===== config.mk =====
export PLATFORM = sky130hd
export DESIGN_NAME = seg_phys_addr_gen
export DESIGN_NICKNAME = d
export VERILOG_FILES = /design/src/rtl/seg_addr_pkg.sv /design/src/rtl/seg_base_file.sv /design/src/rtl/seg_chooser.sv /design/src/rtl/phys_addr_stage.sv /design/src/rtl/seg_phys_addr_gen.sv
export SDC_FILE = /design/constraint.sdc
export NUM_CORES = 1
export LEC_CHECK = 0
export ABC_AREA = 1
export BUFFER_PORTS_ARGS = -buffer_cell sky130_fd_sc_hd__buf_2
export CAP_MARGIN = 20
export CORE_UTILIZATION = 40
export DETAILED_ROUTE_END_ITERATION = 16
export PLACE_DENSITY = 0.67
export SYNTH_ARGS = -nofsm -noshare
export SYNTH_HDL_FRONTEND = slang
export SYNTH_SLANG_ARGS = --single-unit

===== constraint.sdc =====
create_clock -name clk -period 6.7 [get_ports clk]
set_input_delay 0.67 -clock clk [delete_from_list [all_inputs] [get_ports clk]]
set_output_delay 0.67 -clock clk [all_outputs]
set_load 0.05 [all_outputs]

===== src/rtl/seg_addr_pkg.sv =====
// Package: shared encodings for the segmented address generator.
// Assumes: two-bit codes for segment bases and access kinds, as listed in the brief.
package seg_addr_pkg;

    // Segment base identifiers; value order is part of the external interface
    typedef enum logic [1:0] {
        SEG_EXTRA = 2'd0,
        SEG_CODE  = 2'd1,
        SEG_STACK = 2'd2,
        SEG_DATA  = 2'd3
    } seg_id_t;

    // Kind of memory request
    typedef enum logic [1:0] {
        KIND_FETCH  = 2'd0,
        KIND_DATA   = 2'd1,
        KIND_STACK  = 2'd2,
        KIND_STRDST = 2'd3
    } req_kind_t;

    localparam int unsigned NUM_SEG = 4;
    localparam int unsigned SEG_IDX_W = $clog2(NUM_SEG);

endpackage


===== src/rtl/seg_base_file.sv =====
// Module: seg_base_file
// Holds the writable segment bases. One write port; all bases readable in parallel.
// Assumes: synchronous active-low reset; the code base resets to CODE_RST, the rest to zero.
module seg_base_file
    import seg_addr_pkg::*;
#(
    parameter int unsigned SEG_W    = 16,
    parameter logic [15:0] CODE_RST = 16'hFFFF
) (
    input  logic                          clk,
    input  logic                          rst_n,
    input  logic                          wr_en,
    input  logic [SEG_IDX_W-1:0]          wr_sel,
    input  logic [SEG_W-1:0]              wr_data,
    output logic [NUM_SEG-1:0][SEG_W-1:0] bases
);

    logic [NUM_SEG-1:0][SEG_W-1:0] base_q;

    for (genvar g = 0; g < NUM_SEG; g++) begin : g_base
        localparam logic [SEG_W-1:0] RST_VAL =
            (g == int'(SEG_CODE)) ? SEG_W'(CODE_RST) : '0;

        // Purpose: reset or update one segment base
        always_ff @(posedge clk) begin
            if (!rst_n) begin
                base_q[g] <= RST_VAL;
            end else if (wr_en && (wr_sel == SEG_IDX_W'(g))) begin
                base_q[g] <= wr_data;
            end
        end
    end

    assign bases = base_q;

    AST_WRITE_LANDS: assert property (@(posedge clk) disable iff (!rst_n)
        wr_en |=> base_q[$past(wr_sel)] == $past(wr_data));

endmodule


===== src/rtl/seg_chooser.sv =====
// Module: seg_chooser
// Picks which segment base serves a request, from kind, BP-base flag and override.
// Assumes: fetch and string-destination choices cannot be overridden.
module seg_chooser
    import seg_addr_pkg::*;
(
    input  logic [1:0] kind,
    input  logic       bp_base,
    input  logic       ovr_valid,
    input  logic [1:0] ovr_sel,
    output logic [1:0] seg_sel
);

    req_kind_t kind_e;
    seg_id_t   dflt;
    seg_id_t   pick;

    assign kind_e = req_kind_t'(kind);

    // Purpose: default base implied by the access kind and base register
    always_comb begin
        unique case (kind_e)
            KIND_FETCH:  dflt = SEG_CODE;
            KIND_STACK:  dflt = SEG_STACK;
            KIND_STRDST: dflt = SEG_EXTRA;
            default:     dflt = bp_base ? SEG_STACK : SEG_DATA;
        endcase
    end

    // Purpose: apply an override where the access kind allows it
    always_comb begin
        pick = dflt;
        if (ovr_valid && (kind_e == KIND_DATA || kind_e == KIND_STACK)) begin
            pick = seg_id_t'(ovr_sel);
        end
    end

    assign seg_sel = pick;

endmodule


===== src/rtl/phys_addr_stage.sv =====
// Module: phys_addr_stage
// Registers (base << SHIFT) + offset, truncated to ADDR_W bits, with valid and segment code.
// Assumes: SEG_W + SHIFT == ADDR_W; the carry out of the top bit is dropped.
module phys_addr_stage #(
    parameter int unsigned SEG_W  = 16,
    parameter int unsigned OFF_W  = 16,
    parameter int unsigned SHIFT  = 4,
    parameter int unsigned ADDR_W = 20
) (
    input  logic              clk,
    input  logic              rst_n,
    input  logic              in_valid,
    input  logic [SEG_W-1:0]  base,
    input  logic [OFF_W-1:0]  offset,
    input  logic [1:0]        seg_code,
    output logic              out_valid,
    output logic [ADDR_W-1:0] out_addr,
    output logic [1:0]        out_code
);

    localparam int unsigned SUM_W = ADDR_W + 1;

    logic [SUM_W-1:0]  base_ext;
    logic [SUM_W-1:0]  off_ext;
    logic [SUM_W-1:0]  sum_full;
    logic [ADDR_W-1:0] sum_wrapped;

    // Purpose: widen operands and add, keeping the carry bit visible
    always_comb begin
        base_ext    = SUM_W'({base, {SHIFT{1'b0}}});
        off_ext     = SUM_W'(offset);
        sum_full    = base_ext + off_ext;
        sum_wrapped = sum_full[ADDR_W-1:0];
    end

    // Purpose: register the result; address and code update only on a request
    always_ff @(posedge clk) begin
        if (!rst_n) begin
            out_valid <= 1'b0;
            out_addr  <= '0;
            out_code  <= '0;
        end else begin
            out_valid <= in_valid;
            if (in_valid) begin
                out_addr <= sum_wrapped;
                out_code <= seg_code;
            end
        end
    end

    AST_LOW_NIBBLE_PASSES: assert property (@(posedge clk) disable iff (!rst_n)
        out_valid |-> out_addr[SHIFT-1:0] == $past(offset[SHIFT-1:0]));

endmodule


===== src/rtl/seg_phys_addr_gen.sv =====
// Module: seg_phys_addr_gen (top)
// Segmented physical address generator: base file, base chooser and registered adder.
// Assumes: one request per cycle; results appear one cycle later; active-low sync reset.
module seg_phys_addr_gen
    import seg_addr_pkg::*;
#(
    parameter int unsigned SEG_W    = 16,
    parameter int unsigned OFF_W    = 16,
    parameter int unsigned SHIFT    = 4,
    parameter int unsigned ADDR_W   = SEG_W + SHIFT,
    parameter logic [15:0] CODE_RST = 16'hFFFF
) (
    input  logic              clk,
    input  logic              rst_n,
    input  logic              seg_wr_en,
    input  logic [1:0]        seg_wr_sel,
    input  logic [SEG_W-1:0]  seg_wr_data,
    input  logic              req_valid,
    input  logic [1:0]        req_kind,
    input  logic              req_bp_base,
    input  logic              ovr_valid,
    input  logic [1:0]        ovr_sel,
    input  logic [OFF_W-1:0]  req_offset,
    output logic              addr_valid,
    output logic [ADDR_W-1:0] phys_addr,
    output logic [1:0]        seg_used
);

    logic [NUM_SEG-1:0][SEG_W-1:0] bases;
    logic [1:0]                    sel_code;
    logic [SEG_W-1:0]              sel_base;

    seg_base_file #(
        .SEG_W    (SEG_W),
        .CODE_RST (CODE_RST)
    ) u_bases (
        .clk     (clk),
        .rst_n   (rst_n),
        .wr_en   (seg_wr_en),
        .wr_sel  (seg_wr_sel),
        .wr_data (seg_wr_data),
        .bases   (bases)
    );

    seg_chooser u_chooser (
        .kind      (req_kind),
        .bp_base   (req_bp_base),
        .ovr_valid (ovr_valid),
        .ovr_sel   (ovr_sel),
        .seg_sel   (sel_code)
    );

    // Purpose: read the chosen base (pre-write value when a write shares the cycle)
    assign sel_base = bases[sel_code];

    phys_addr_stage #(
        .SEG_W  (SEG_W),
        .OFF_W  (OFF_W),
        .SHIFT  (SHIFT),
        .ADDR_W (ADDR_W)
    ) u_stage (
        .clk       (clk),
        .rst_n     (rst_n),
        .in_valid  (req_valid),
        .base      (sel_base),
        .offset    (req_offset),
        .seg_code  (sel_code),
        .out_valid (addr_valid),
        .out_addr  (phys_addr),
        .out_code  (seg_used)
    );

    AST_STROBE_FOLLOWS_REQ: assert property (@(posedge clk) disable iff (!rst_n)
        req_valid |=> addr_valid);

    AST_NO_STROBE_WITHOUT_REQ: assert property (@(posedge clk) disable iff (!rst_n)
        !req_valid |=> !addr_valid);

    AST_FETCH_USES_CODE: assert property (@(posedge clk) disable iff (!rst_n)
        (req_valid && req_kind == 2'd0) |=> seg_used == 2'd1);

    AST_STRDST_USES_EXTRA: assert property (@(posedge clk) disable iff (!rst_n)
        (req_valid && req_kind == 2'd3) |=> seg_used == 2'd0);

    AST_OVERRIDE_TAKES: assert property (@(posedge clk) disable iff (!rst_n)
        (req_valid && ovr_valid && req_kind[1] != req_kind[0]) |=> seg_used == $past(ovr_sel));

endmodule


==> Yosys cells after proc, flatten, opt, wreduce, memory -nomap -nowiden <==
Index checks and enable logic that the tools add are counted.
{ "word_totals": {"latchBits": 0, "reg_bits": 87, "elab_cells": 28, "mem_bits_ro": 0, "inputBits": 44, "mem_count": 0, "ramBits": 0} }
{ "classes": {"shift": 0, "n_div": 0, "magnitude_cmp": 1, "n_eq_ne": 6, "addsub": 1, "bitwise": 0, "n_mul": 0, "n_reduce_logical": 8, "mux": 5} }
{ "ops": {"columns": ["op", "count"], "rows": [
  ["$bmux W16 S2", 1],
  ["$add A20 B16 Y20", 1],
  ["$mux W16", 1],
  ["$eq A2 B2 Y1 const B", 4],
  ["$pmux W2 S3", 1],
  ["$logic_and A1 B1 Y1", 5],
  ["$eq A2 B1 Y1 const B", 2],
  ["$logic_not A2 Y1", 2],
  ["$lt A2 B3 Y1 const B", 1],
  ["$mux W2", 1],
  ["$logic_or A1 B1 Y1", 1],
  ["$mux W1", 1]
]} }

==> Depth between registers and ports, before layout <==
{ "depth": {"depth_word": 7, "mapped_depth": 24} }

==> By module <==
Synthesis repeated with hierarchy kept, for this count alone.
{ "hier_totals": {"hier_cells": 863, "hier_area_um2": 5206.2} }
{ "by_module_without_submodules": {"columns": ["module", "n_inst", "area_per_inst_um2", "cells_per_inst", "seq_area_each_um2"], "rows": [
  ["seg_base_file", 1, 2623.8, 384, 1281.2],
  ["phys_addr_stage", 1, 1700.4, 277, 460.4],
  ["seg_phys_addr_gen", 1, 805.8, 188, 0.0],
  ["seg_chooser", 1, 76.3, 14, 0.0]
]} }

==> Least setup slack after synthesis <==
No wires, ideal clock.
{ "synth_timing": {"kind": "in2reg", "start": "input req_kind[0]", "end": "register u_stage.out_addr[14]", "setup_time_ns": 0.109, "t_arrival_ns": 3.417, "path_stages": 21, "path_slack_ns": 3.174, "n_path_buf": 1, "cell_sequence": "inv_1 ha_1 nand2_1 nand3_2 nand2_2 inv_2 clkbuf_1 o21ai_0 o22ai_1 ha_1 fa_1 nand3_1 nand2_1 a21boi_0 o21ai_0 a21oi_1 inv_1 nand2_1 nand3_1 nand2_1 inv_1"} }
{ "synth_via": {"elab_chain_len": 7, "elab_cells_between_ends": 11, "classes_between": "add/sub: 1; eq/ne: 3; mux: 4; reduce/logical: 3"} }
{ "synth_lines": {"columns": ["element", "line", "text"], "rows": [
  ["start, declared", "seg_phys_addr_gen.sv:19", "input logic [1:0] req_kind,"],
  ["parallel branches: the longest is 3 deep, another holds $pmux W2 S3", null, null],
  ["$mux W2 (*)", "seg_chooser.sv:33", "if (ovr_valid && (kind_e == KIND_DATA || kind_e == KIND_STACK)) begin"],
  ["$bmux W16 S2 (*)", "seg_phys_addr_gen.sv:54", "assign sel_base = bases[sel_code];"],
  ["$mux W16 (not written as such) (*)", "seg_phys_addr_gen.sv:54", null],
  ["$add A20 B16 Y20 (*)", "phys_addr_stage.sv:32", "sum_full = base_ext + off_ext;"],
  ["end signal, assigned", "phys_addr_stage.sv:45", "out_addr <= sum_wrapped;"],
  ["end, declared", "phys_addr_stage.sv:17", "output logic [ADDR_W-1:0] out_addr,"]
]} }
Every way passes the cells marked *. The select of a mux whose other input is x is not followed.
A chain may end at the register's enable or synchronous reset.

==> Worst setup path after layout <==
Same ends and word-level chain as after synthesis.

==> flow_summary.ini <==
[synthesis]
syn-num-nets = 658
netlist.area_leader.share_pct = 41.7
syn-mean-instance-area_sq_um = 6.99
synth_edf_count = 0
muxShareOfSynthArea_pct = 0
synth_ff_type = dfxtp_1
synth_compound_area_share_pct = 18.7
synthTopCellsByArea = dfxtp_1, o21ai_0, nor2_1
synth-seq-area-share_pct = 41.7
synth_top_family_by_area = simple AND/OR/NAND/NOR gates
async_reset_ff_share_pct = 0
synthAdderAreaFrac_pct = 4.97
synth-simple-area-share_pct = 25.1
synth_area_sq_mm = 0.00418
yosys_register_bits = 87
synth_cell_types = 29
synth_xor_xnor_area_share_pct = 1.68
ys_warn_count = 0
yosys.area.top_type = dfxtp_1
postSynthCellCount = 598

[route]
detail-route-antenna-nets = 0
dr.pass1.iters = 5
routed_wl_microns = 10600
via_per_inst = 5.11
wl_per_cell_microns = 13.5
via_count = 4030
drcViolationCount = 0
dr.first_iter.drc_count = 298

[placed_design]
post-place-ws_ns = 2.15
dpl.cell_count = 773
gp_congestion = 0.824
hpwlAfterDp_microns = 7310
io_buffers = 66

[setup_path]
rr_startpoint = u_bases.bases[32]$_SDFFE_PN0P_
cp.required_ns = 6.97
crit_chain = buf_2, inv_1, ha_1, nand2_1, nand3_2, nand2_2, inv_2, o21ai_0, o22ai_1, ha_1, fa_1, nand3_1, nand2_1, a21boi_0, o21ai_0, a21oi_1, inv_1, nand2_1, nand3_1, nand2_1, inv_1
cp-startpoint = req_kind[0]
worstSetupStartpointType = primary input
critPathKind = primary input to flop
cpPeakStageDelay_ns = 0.53
crit_family = simple AND/OR/NAND/NOR gates
crit_buf_inv = 5
crit_path_max_fanout = 37
crit_slowest_cell = nand2_2
critPathCaptureType = flop
critPathArrivalTime_ns = 4.44
crit_top_cell = nand2_1

[sta]
finalSetupViolCount = 0
fin_crit_sh_pct = 62.2
tns_ns = 0
finalClockSkew_ns = 0.0112
slew_viol_final = 0
setup_ws_ns = 2.53
fin_hold_ws_ns = 0.450
rsz0062_at_grt = false
period_needed_ns = 4.17
hold_viol = 0
fmax_ghz = 0.240
tightest_slew_ns = 0.797
slew_headroom_pct = 46.9

[power_and_ir_drop]
power_density_mw_per_mm2 = 276
irDropWorstVdd_mv = 0.123
leakage_nw = 2.32
p_total_mw = 1.33

[floorplan]
io_pins = 67
die-width_microns = 104
fp-row-count = 36
initial_core_util_pct = 42.0
core_sq_mm = 0.00995
die_area_sq_mm = 0.0109
dieHeight_microns = 104

[clock_tree]
clk_latency_ns = 0.36
cts_resized = 0
cts_max_path_buffers = 2
holdBufCountCts = 0
tritoncts = done
post-cts-setup-buffer-count = 0
cts_buffers = 9
htree_levels = 3
clk_pin_slew_ns = 0.09
cts.sinks = 87
cts_root_buf = clkbuf_8

[run_status]
status = finished clean

[global_route]
grt_pass1_wl_microns = 18100
grt_util_all_layers_pct = 20.7
grt-ovfl-total = 0
grt_pass1_vias = 3782
grt_max_degree = 80
antenna_found_initial = 0

[final_layout]
final_cell_mix = nor2_1, o21ai_0, dfxtp_1
drive_gt1_share_pct = 15.2
nNetsFinal = 711
stdcell_count = 789
antenna_cells = 0
syn_to_final_growth_pct = 15.1
final_common_cell = nor2_1

[flow_run]
maxCapViolations = 0

[worst_hold_path]
hp-start = u_bases.bases[53]$_SDFFE_PN0P_
holdCritPathClass = flop to flop
## flip-flops by register name, indices dropped and copies added, names as in the netlist
signal,cells
u_bases.bases,64
u_stage.out_addr,20
u_stage.out_code,2
u_stage.out_valid,1
## final timing paths
kind,end,slack (ns),cells past startpoint
setup / recovery,u_stage.out_addr[14]$_SDFFE_PN0P_,2.53,21
hold / removal,u_bases.bases[53]$_SDFFE_PN0P_,0.45,2
setup reg to reg,u_stage.out_addr[14]$_SDFFE_PN0P_,4.19,14
hold reg to reg,u_bases.bases[53]$_SDFFE_PN0P_,0.45,2
## cell families after synthesis
| family | Yosys count |
|---|---|
| AND/OR/NAND/NOR | 253 |
| AO/OA/AOI/OAI | 147 |
| buffers and inverters | 87 |
| flip-flops | 87 |
| adder cells (fa/ha/maj) | 16 |
| XOR/XNOR | 8 |
## metrics by stage
step	util [%]	instance area, sq um
5_1_grt	48.3	4810
6_report	48.3	4810
3_3_place_gp	46.2	4600
2_1_floorplan	-	4180
3_5_place_dp	46.2	4600
4_1_cts	48.3	4810
## layer usage
layer | global-route usage (%) | vias up | part of all wire, %
met5 | 0 | - | 0
met1 | 27.8 | 1840 | 48
met2 | 34.3 | 123 | 46
met4 | 4.90 | 0 | 1.0
met3 | 3.63 | 13 | 5.0
li1 | - | 2054 | -
## worst register-to-register path, cell delays in order (launching register included)
cell and delay (ns):
dfxtp_1 0.32, o21ai_0 0.17, o22ai_1 0.11, ha_1 0.22, fa_1 0.41, nand3_1 0.09
nand2_1 0.10, a21boi_0 0.30, o21ai_0 0.21, a21oi_1 0.21, inv_1 0.06, nand2_1 0.05
nand3_1 0.06, nand2_1 0.08, inv_1 0.03
## cell type report
type | instances | area [sq um]
Tap cell | 133 | 166
Sequential cell | 87 | 1740
Clock inverter | 5 | 81.3
Timing Repair Buffer | 70 | 360
Fill cell | 1015 | 5140
Multi-Input combinational cell | 424 | 2110
Clock buffer | 11 | 131
Inverter | 59 | 221
## cell usage after synthesis (4+ instances only)
library cell  number
nor2_1           118
o21ai_0           92
dfxtp_1           87
nand2_1           81
inv_1             52
nand3_1           40
a21oi_1           33
clkbuf_1          25
ha_1              15
o22ai_1           12
inv_2              5
xor2_1             5
nand2_2            4
nand3_2            4
## power breakdown
part           total (mW)  switching, mW  internal (mW)
Sequential          0.570         0.0167          0.553
Clock               0.409          0.197          0.211
Combinational       0.350          0.240          0.110
Total                1.33          0.454          0.875
(Power assumes the default switching activity.)
